**src/rtl/pxs_pkg.sv**
```systemverilog
package pxs_pkg;

    localparam int EVT_W  = 5;
    localparam int EV_FS  = 0;
    localparam int EV_LS  = 1;
    localparam int EV_DAT = 2;
    localparam int EV_LE  = 3;
    localparam int EV_FE  = 4;

    typedef logic [EVT_W-1:0] evt_t;

    typedef enum logic [1:0] {
        OP_DISABLE = 2'd0,
        OP_ENABLE  = 2'd1,
        OP_RESET   = 2'd2,
        OP_SINGLE  = 2'd3
    } pcmd_t;

    typedef enum logic [2:0] {
        ST_WAIT_FS,
        ST_FRAME,
        ST_LINE,
        ST_DATA,
        ST_LINE_DONE
    } seq_st_t;

    // Mask of events that may legally follow the current position.
    function automatic evt_t legal_next(input seq_st_t s);
        evt_t m;
        m = '0;
        case (s)
            ST_WAIT_FS:   m[EV_FS] = 1'b1;
            ST_FRAME:     begin m[EV_LS] = 1'b1; m[EV_FE] = 1'b1; end
            ST_LINE:      begin m[EV_DAT] = 1'b1; m[EV_LE] = 1'b1; end
            ST_DATA:      m[EV_LE] = 1'b1;
            ST_LINE_DONE: begin m[EV_LS] = 1'b1; m[EV_FE] = 1'b1; end
            default:      m = '0;
        endcase
        return m;
    endfunction

    // Position reached after accepting a one-hot event.
    function automatic seq_st_t after_evt(input evt_t e);
        seq_st_t s;
        s = ST_WAIT_FS;
        if (e[EV_FS])       s = ST_FRAME;
        else if (e[EV_LS])  s = ST_LINE;
        else if (e[EV_DAT]) s = ST_DATA;
        else if (e[EV_LE])  s = ST_LINE_DONE;
        return s;
    endfunction

endpackage

```
**src/rtl/pxs_run_ctrl.sv**
```systemverilog
module pxs_run_ctrl
    import pxs_pkg::*;
(
    input  logic       clk,
    input  logic       rst,
    input  logic       cmd_valid,
    input  logic [1:0] cmd_op,
    input  logic       frame_done,
    output logic       active,
    output logic       restart,
    output logic       cnt_clr
);
    pcmd_t op;
    logic  single_q;

    assign op      = pcmd_t'(cmd_op);
    assign restart = cmd_valid && (op == OP_ENABLE || op == OP_SINGLE);
    assign cnt_clr = cmd_valid && (op == OP_RESET);

    always_ff @(posedge clk) begin
        if (rst) begin
            active   <= 1'b0;
            single_q <= 1'b0;
        end else if (cmd_valid) begin
            case (op)
                OP_ENABLE:  begin active <= 1'b1; single_q <= 1'b0; end
                OP_SINGLE:  begin active <= 1'b1; single_q <= 1'b1; end
                default:    active <= 1'b0;
            endcase
        end else if (frame_done && single_q) begin
            active <= 1'b0;
        end
    end
endmodule

```
**src/rtl/pxs_seq_fsm.sv**
```systemverilog
module pxs_seq_fsm
    import pxs_pkg::*;
(
    input  logic clk,
    input  logic rst,
    input  logic restart,
    input  logic run,
    input  evt_t evt,
    output logic accept,
    output logic violate,
    output logic frame_done
);
    seq_st_t st_q;
    logic    present;
    logic    fits;

    assign present    = run && (evt != '0);
    assign fits       = $onehot(evt) && ((evt & legal_next(st_q)) != '0);
    assign accept     = present && fits;
    assign violate    = present && !fits;
    assign frame_done = accept && evt[EV_FE];

    always_ff @(posedge clk) begin
        if (rst || restart)
            st_q <= ST_WAIT_FS;
        else if (accept)
            st_q <= after_evt(evt);
        else if (violate)
            st_q <= ST_WAIT_FS;
    end
endmodule

```
**src/rtl/pxs_sat_counter.sv**
```systemverilog
module pxs_sat_counter #(
    parameter int W = 32
) (
    input  logic         clk,
    input  logic         rst,
    input  logic         clr,
    input  logic         inc,
    output logic [W-1:0] count
);
    localparam logic [W-1:0] TOP = {W{1'b1}};

    always_ff @(posedge clk) begin
        if (rst || clr)
            count <= '0;
        else if (inc && count != TOP)
            count <= count + 1'b1;
    end
endmodule

```
**src/rtl/pxs_order_guard.sv**
```systemverilog
module pxs_order_guard
    import pxs_pkg::*;
#(
    parameter int CNT_W = 32
) (
    input  logic             clk,
    input  logic             rst,
    input  logic             cmd_valid,
    input  logic [1:0]       cmd_op,
    input  logic [4:0]       evt_in,
    input  logic             err_clr,
    output logic [4:0]       evt_out,
    output logic             stream_err,
    output logic             active,
    output logic [CNT_W-1:0] line_cnt,
    output logic [CNT_W-1:0] frame_cnt
);
    logic restart, cnt_clr, frame_done, accept, violate, run;

    assign run = active && !cmd_valid;

    pxs_run_ctrl u_ctrl (
        .clk(clk), .rst(rst), .cmd_valid(cmd_valid), .cmd_op(cmd_op),
        .frame_done(frame_done), .active(active), .restart(restart),
        .cnt_clr(cnt_clr)
    );

    pxs_seq_fsm u_seq (
        .clk(clk), .rst(rst), .restart(restart), .run(run), .evt(evt_in),
        .accept(accept), .violate(violate), .frame_done(frame_done)
    );

    pxs_sat_counter #(.W(CNT_W)) u_lines (
        .clk(clk), .rst(rst), .clr(cnt_clr),
        .inc(accept && evt_in[EV_LE]), .count(line_cnt)
    );

    pxs_sat_counter #(.W(CNT_W)) u_frames (
        .clk(clk), .rst(rst), .clr(cnt_clr),
        .inc(accept && evt_in[EV_FS]), .count(frame_cnt)
    );

    always_ff @(posedge clk) begin
        if (rst) begin
            evt_out    <= '0;
            stream_err <= 1'b0;
        end else begin
            evt_out <= accept ? evt_in : '0;
            if (violate)
                stream_err <= 1'b1;
            else if (err_clr)
                stream_err <= 1'b0;
        end
    end
endmodule

```
**config.mk**
```make
export PLATFORM = sky130hd
export DESIGN_NAME = pxs_order_guard
export DESIGN_NICKNAME = d
export VERILOG_FILES = /design/src/rtl/pxs_pkg.sv /design/src/rtl/pxs_run_ctrl.sv /design/src/rtl/pxs_seq_fsm.sv /design/src/rtl/pxs_sat_counter.sv /design/src/rtl/pxs_order_guard.sv
export SDC_FILE = /design/constraint.sdc
export NUM_CORES = 1
export LEC_CHECK = 0
export BUFFER_PORTS_ARGS = -buffer_cell sky130_fd_sc_hd__buf_2
export CORE_ASPECT_RATIO = 0.7
export CORE_MARGIN = 2
export CORE_UTILIZATION = 50
export DETAILED_ROUTE_END_ITERATION = 6
export MAX_ROUTING_LAYER = met4
export PLACE_DENSITY = 0.84
export SETUP_SLACK_MARGIN = 0.3
export SLEW_MARGIN = 20
export SYNTH_ARGS = -nofsm -noshare
export SYNTH_HDL_FRONTEND = slang
export SYNTH_HIERARCHICAL = 1
export SYNTH_SLANG_ARGS = --single-unit
```
**constraint.sdc**
```tcl
create_clock -name clk -period 5.7 [get_ports clk]
set_clock_uncertainty 0.1 [all_clocks]
set_input_delay 0 -clock clk [delete_from_list [all_inputs] [get_ports clk]]
set_output_delay 0 -clock clk [all_outputs]
set_load 0.1 [all_outputs]
```
==> results.txt <==
The final hold violation count came out at 0. The count of synthesis-stage warnings from yosys came out at 6. The number of enable flip-flop cells after synthesis came out at 0. The final critical delay including setup and external delays came out at 3.931 ns. The total wire length after detailed routing is just over 10000 um. The area of the core region came out at between 7000 and 8000 um^2. Setup slack on the worst reg-to-reg path comes out at around 2.9 ns.

Counting distinct cell types in the post-synthesis netlist gives 54. The total setup violations reported at the end of the flow is 0. The share of the synthesized area in the top cell type is 37.51%.

The port buffer count came out at 81. The worst-path maximum fanout is 16. The initialized floorplan defines 27 standard-cell rows. The setup fix buffers added after clock tree synthesis is 0. After synthesis, the cell types taking the most area are sky130_fd_sc_hd__dfxtp_1 (38%), sky130_fd_sc_hd__a21oi_1 (6.0%), sky130_fd_sc_hd__or3_1 (4.7%). The post-layout net count is about 550. The first-pass GRT wire length came out at 16820 um.

Compared with the post-synthesis result, the final layout area differs by 20.13%. The final number of max-transition violations is 0. The max-slew headroom at the worst pin is 38.07%. Across the whole layout, storage elements account for 1501 um^2. The critical path goes through dlygate4sd3_1 > buf_2 > inv_1 > fa_1 > inv_1 > fa_1 > ha_1 > nor3b_1 > o31ai_2 > nor2_1 > and2_2 > and3_4 > o311ai_4 > or4_1 > a21oi_2. The largest single stage delay on the critical path is 0.55 ns. Adding up every negative setup slack in the final design gives 0 ns.

The number of levels in the clock H-tree is 3. The number of global-route vias before repair came out at 3481. Entering global routing, the biggest net connects 33 pins. Across the run, the number of max-cap violations was 0. In the layout the commonest cells are sky130_fd_sc_hd__buf_2 (81), sky130_fd_sc_hd__dfxtp_1 (75), sky130_fd_sc_hd__a21oi_1 (48). The gate count after technology mapping came out at 448. The sequential area share after synthesis came out at 37.51%. The clock transition at the registers of the reported paths is 0.06 ns. The post-detailed-route wirelength per cell came out at 15.77 um. By startpoint and endpoint, the worst setup path is classified as in -> reg. For hold timing, the worst endpoint is u_seq/st_q[0]. The arrival time of the worst setup path is 4.09 ns. The register bit count reported by yosys is 75. The number of inserted diodes is 0. The half-perimeter wire length after detailed placement is 7125 um.

The number of placed I/O pins came out at 82. The final antenna-violating net count is 0. The most common cell after layout, fill and taps aside is sky130_fd_sc_hd__buf_2. In this run the mean area of a mapped cell was 8.934 um^2. The total of hold buffers inserted after clock tree synthesis is 11. The worst-skew pair later-pin latency is between 0.3 and 0.4 ns. The element type at the critical path end is a flip-flop. The most used flip-flop cell after synthesis is sky130_fd_sc_hd__dfxtp_1.

The cell type with the largest total area after synthesis is sky130_fd_sc_hd__dfxtp_1. After synthesis the cells add up to 4003 um^2. The total leakage power is 1.720 nW. After clock tree synthesis, the repair step resized 0 gates. The number of iterations in the first detailed-routing pass is 4. In the routed design, unresolved DRC markers number 0. The buffer cell driving the clock tree root is sky130_fd_sc_hd__clkbuf_16.

Global routing used approximately 24% of the available tracks across all layers. Setup repair after global routing left no endpoint under its margin. On the critical path, the stage with the largest delay is an instance of sky130_fd_sc_hd__fa_1. STA classifies the critical path startpoint as a primary input.

The timing-limited maximum frequency is 0.2544 GHz. At the pin with the least slew margin, the transition time is slightly above 0.9 ns. The origin of the critical flop-to-flop path is u_seq/st_q[0]. Summing over every cut layer, the via total after detailed routing is between 3000 and 4000.

The die footprint is 8748 um^2. In this run, CTS created clock tree buffers numbering 9. TritonCTS built the clock tree. The die outline height came out at around 79 um.

Of the cells placed in the final design, the portion with a size suffix greater than 1 is 29.07%. For this design the ratio of total power to cell area is 236.1 nW/um^2. The die is about 110 um wide. The share of the cycle needed by the critical path after routing is 68.96%. The launch instance of the worst min-delay path is cmd_valid. The total clock sinks came out at 75. The async set or reset register ratio after synthesis came out at 0%. The data required time of the worst path is 5.86 ns.

The layout has 678 filler cells. Using the TritonRoute via totals, the vias-per-cell ratio works out to 6.000. The path category of the worst min-delay check is in -> reg. The post-synth net total came out at 465. The violation count after the first detailed-routing iteration came out at 323. Counting instances, the worst hold path has a depth of 4. The post-route total power came out at 1.135 mW. No sink is reached through more buffers than the 2 on the longest clock path. Counting cells, the worst reg-to-reg path comes to 9. The effective utilization at floorplan is 51.29%. VDD sags by at most 181.4 uV.

The run finished with clean final reports. The endpoint of the lowest-slack register-to-register path is u_frames/count[27]. At the end of routability-driven placement, the weighted congestion stood at 0.8352.

The total grt overflow is 0. The area of the multi-input gates is 2307 um^2. The initial antenna violation count is 0.
[stage by stage]
step,setup slack [ns],hold slack (ns),area (um^2),util (%),cells
6_report,1.769,0.05955,4808,61.62,641
5_1_grt,1.550,0.07127,4808,61.62,641
4_1_cts,1.826,0.03866,4808,61.62,641
3_5_place_dp,2.035,0.1712,4404,56.44,614
3_3_place_gp,2.234,0.1732,4404,56.44,614
2_1_floorplan,2.481,-0.03093,4003,-,448
[routing by layer]
metal  part of all wire, %  vias to the layer above  routed length [um]  track usage [%]
li1                      -                     1880                   -                -
met1                    45                     1817                4581            31.17
met2                    47                      131                4763            37.42
met3                   6.2                       18                 626            5.954
met4                   1.4                        0                 138            7.500
met5                     0                        -                   0                -
[flip-flops by register name, summed over array words and instances (netlist names)]
name             cells
u_seq/st_q           3
u_ctrl/single_q      1
stream_err           1
evt_out              5
u_lines/count       32
u_frames/count      32
u_ctrl/active        1
[cells by family (layout without fill, tap and decap cells)]
kind of cell / after synthesis / in the layout / synth area share [%]
and+or+nand+nor: 193 / 193 / 30.26
AOI/OAI and AO/OA: 135 / 135 / 23.76
DFF: 75 / 75 / 37.51
buffers and inverters: 33 / 125 / 4.845
adders and majority gates: 6 / 6 / 2.251
xor gates and xnor gates: 4 / 4 / 0.8754
muxes: 2 / 2 / 0.5002
[synth_stat cells (all sizes together) (2+ instances only)]
cell,count
and2,8
nand2,33
xor2,2
o311ai,5
xnor2,2
and4,15
ha,4
inv,17
buf,8
nor2,14
and3,6
nand3,25
or3,38
dlygate4sd1,2
o31ai,25
mux2i,2
or2,4
fa,2
nand2b,3
a21oi,62
nor2b,3
o21ai,39
and2b,2
nand4,18
clkbuf,6
or4,20
dfxtp,75
[report_power, final]
group          total, mW  switching, mW  internal, mW
Sequential         0.526       0.000825         0.525
Combinational     0.0508         0.0339        0.0169
Clock              0.558          0.221         0.337
Total               1.14          0.256         0.879
[critical path: cells and delay by family]
kind / cells / cell delay, ns
AND/OR/NAND/NOR: 5 / 1.50
adder cells (fa/ha/maj): 3 / 1.19
buffers and inverters: 4 / 0.83
AO/OA/AOI/OAI: 3 / 0.57
[worst max path at each step]
| stage | start | end | slack, ns | depth (start not counted) |
|---|---|---|---|---|
| floorplan | evt_in[0] | u_frames/count[19] | 2.48 | 14 |
| global placement | evt_in[0] | u_frames/count[19] | 2.23 | 14 |
| detailed placement | evt_in[0] | u_frames/count[25] | 2.03 | 14 |
| CTS | evt_in[0] | u_frames/count[27] | 1.83 | 15 |
| global route | evt_in[0] | u_frames/count[27] | 1.55 | 15 |
| finish | evt_in[0] | u_frames/count[27] | 1.77 | 15 |
[cell type report]
| type | count | share of cell area [%] |
|---|---|---|
| Inverter | 17 | 1.327 |
| Clock inverter | 7 | 1.431 |
| Sequential cell | 75 | 31.23 |
| Multi-Input combinational cell | 340 | 47.98 |
| Tap cell | 101 | 2.628 |
| Timing Repair Buffer | 92 | 10.72 |
| Clock buffer | 9 | 4.684 |
Note: power is estimated with default switching activity, not from simulation.
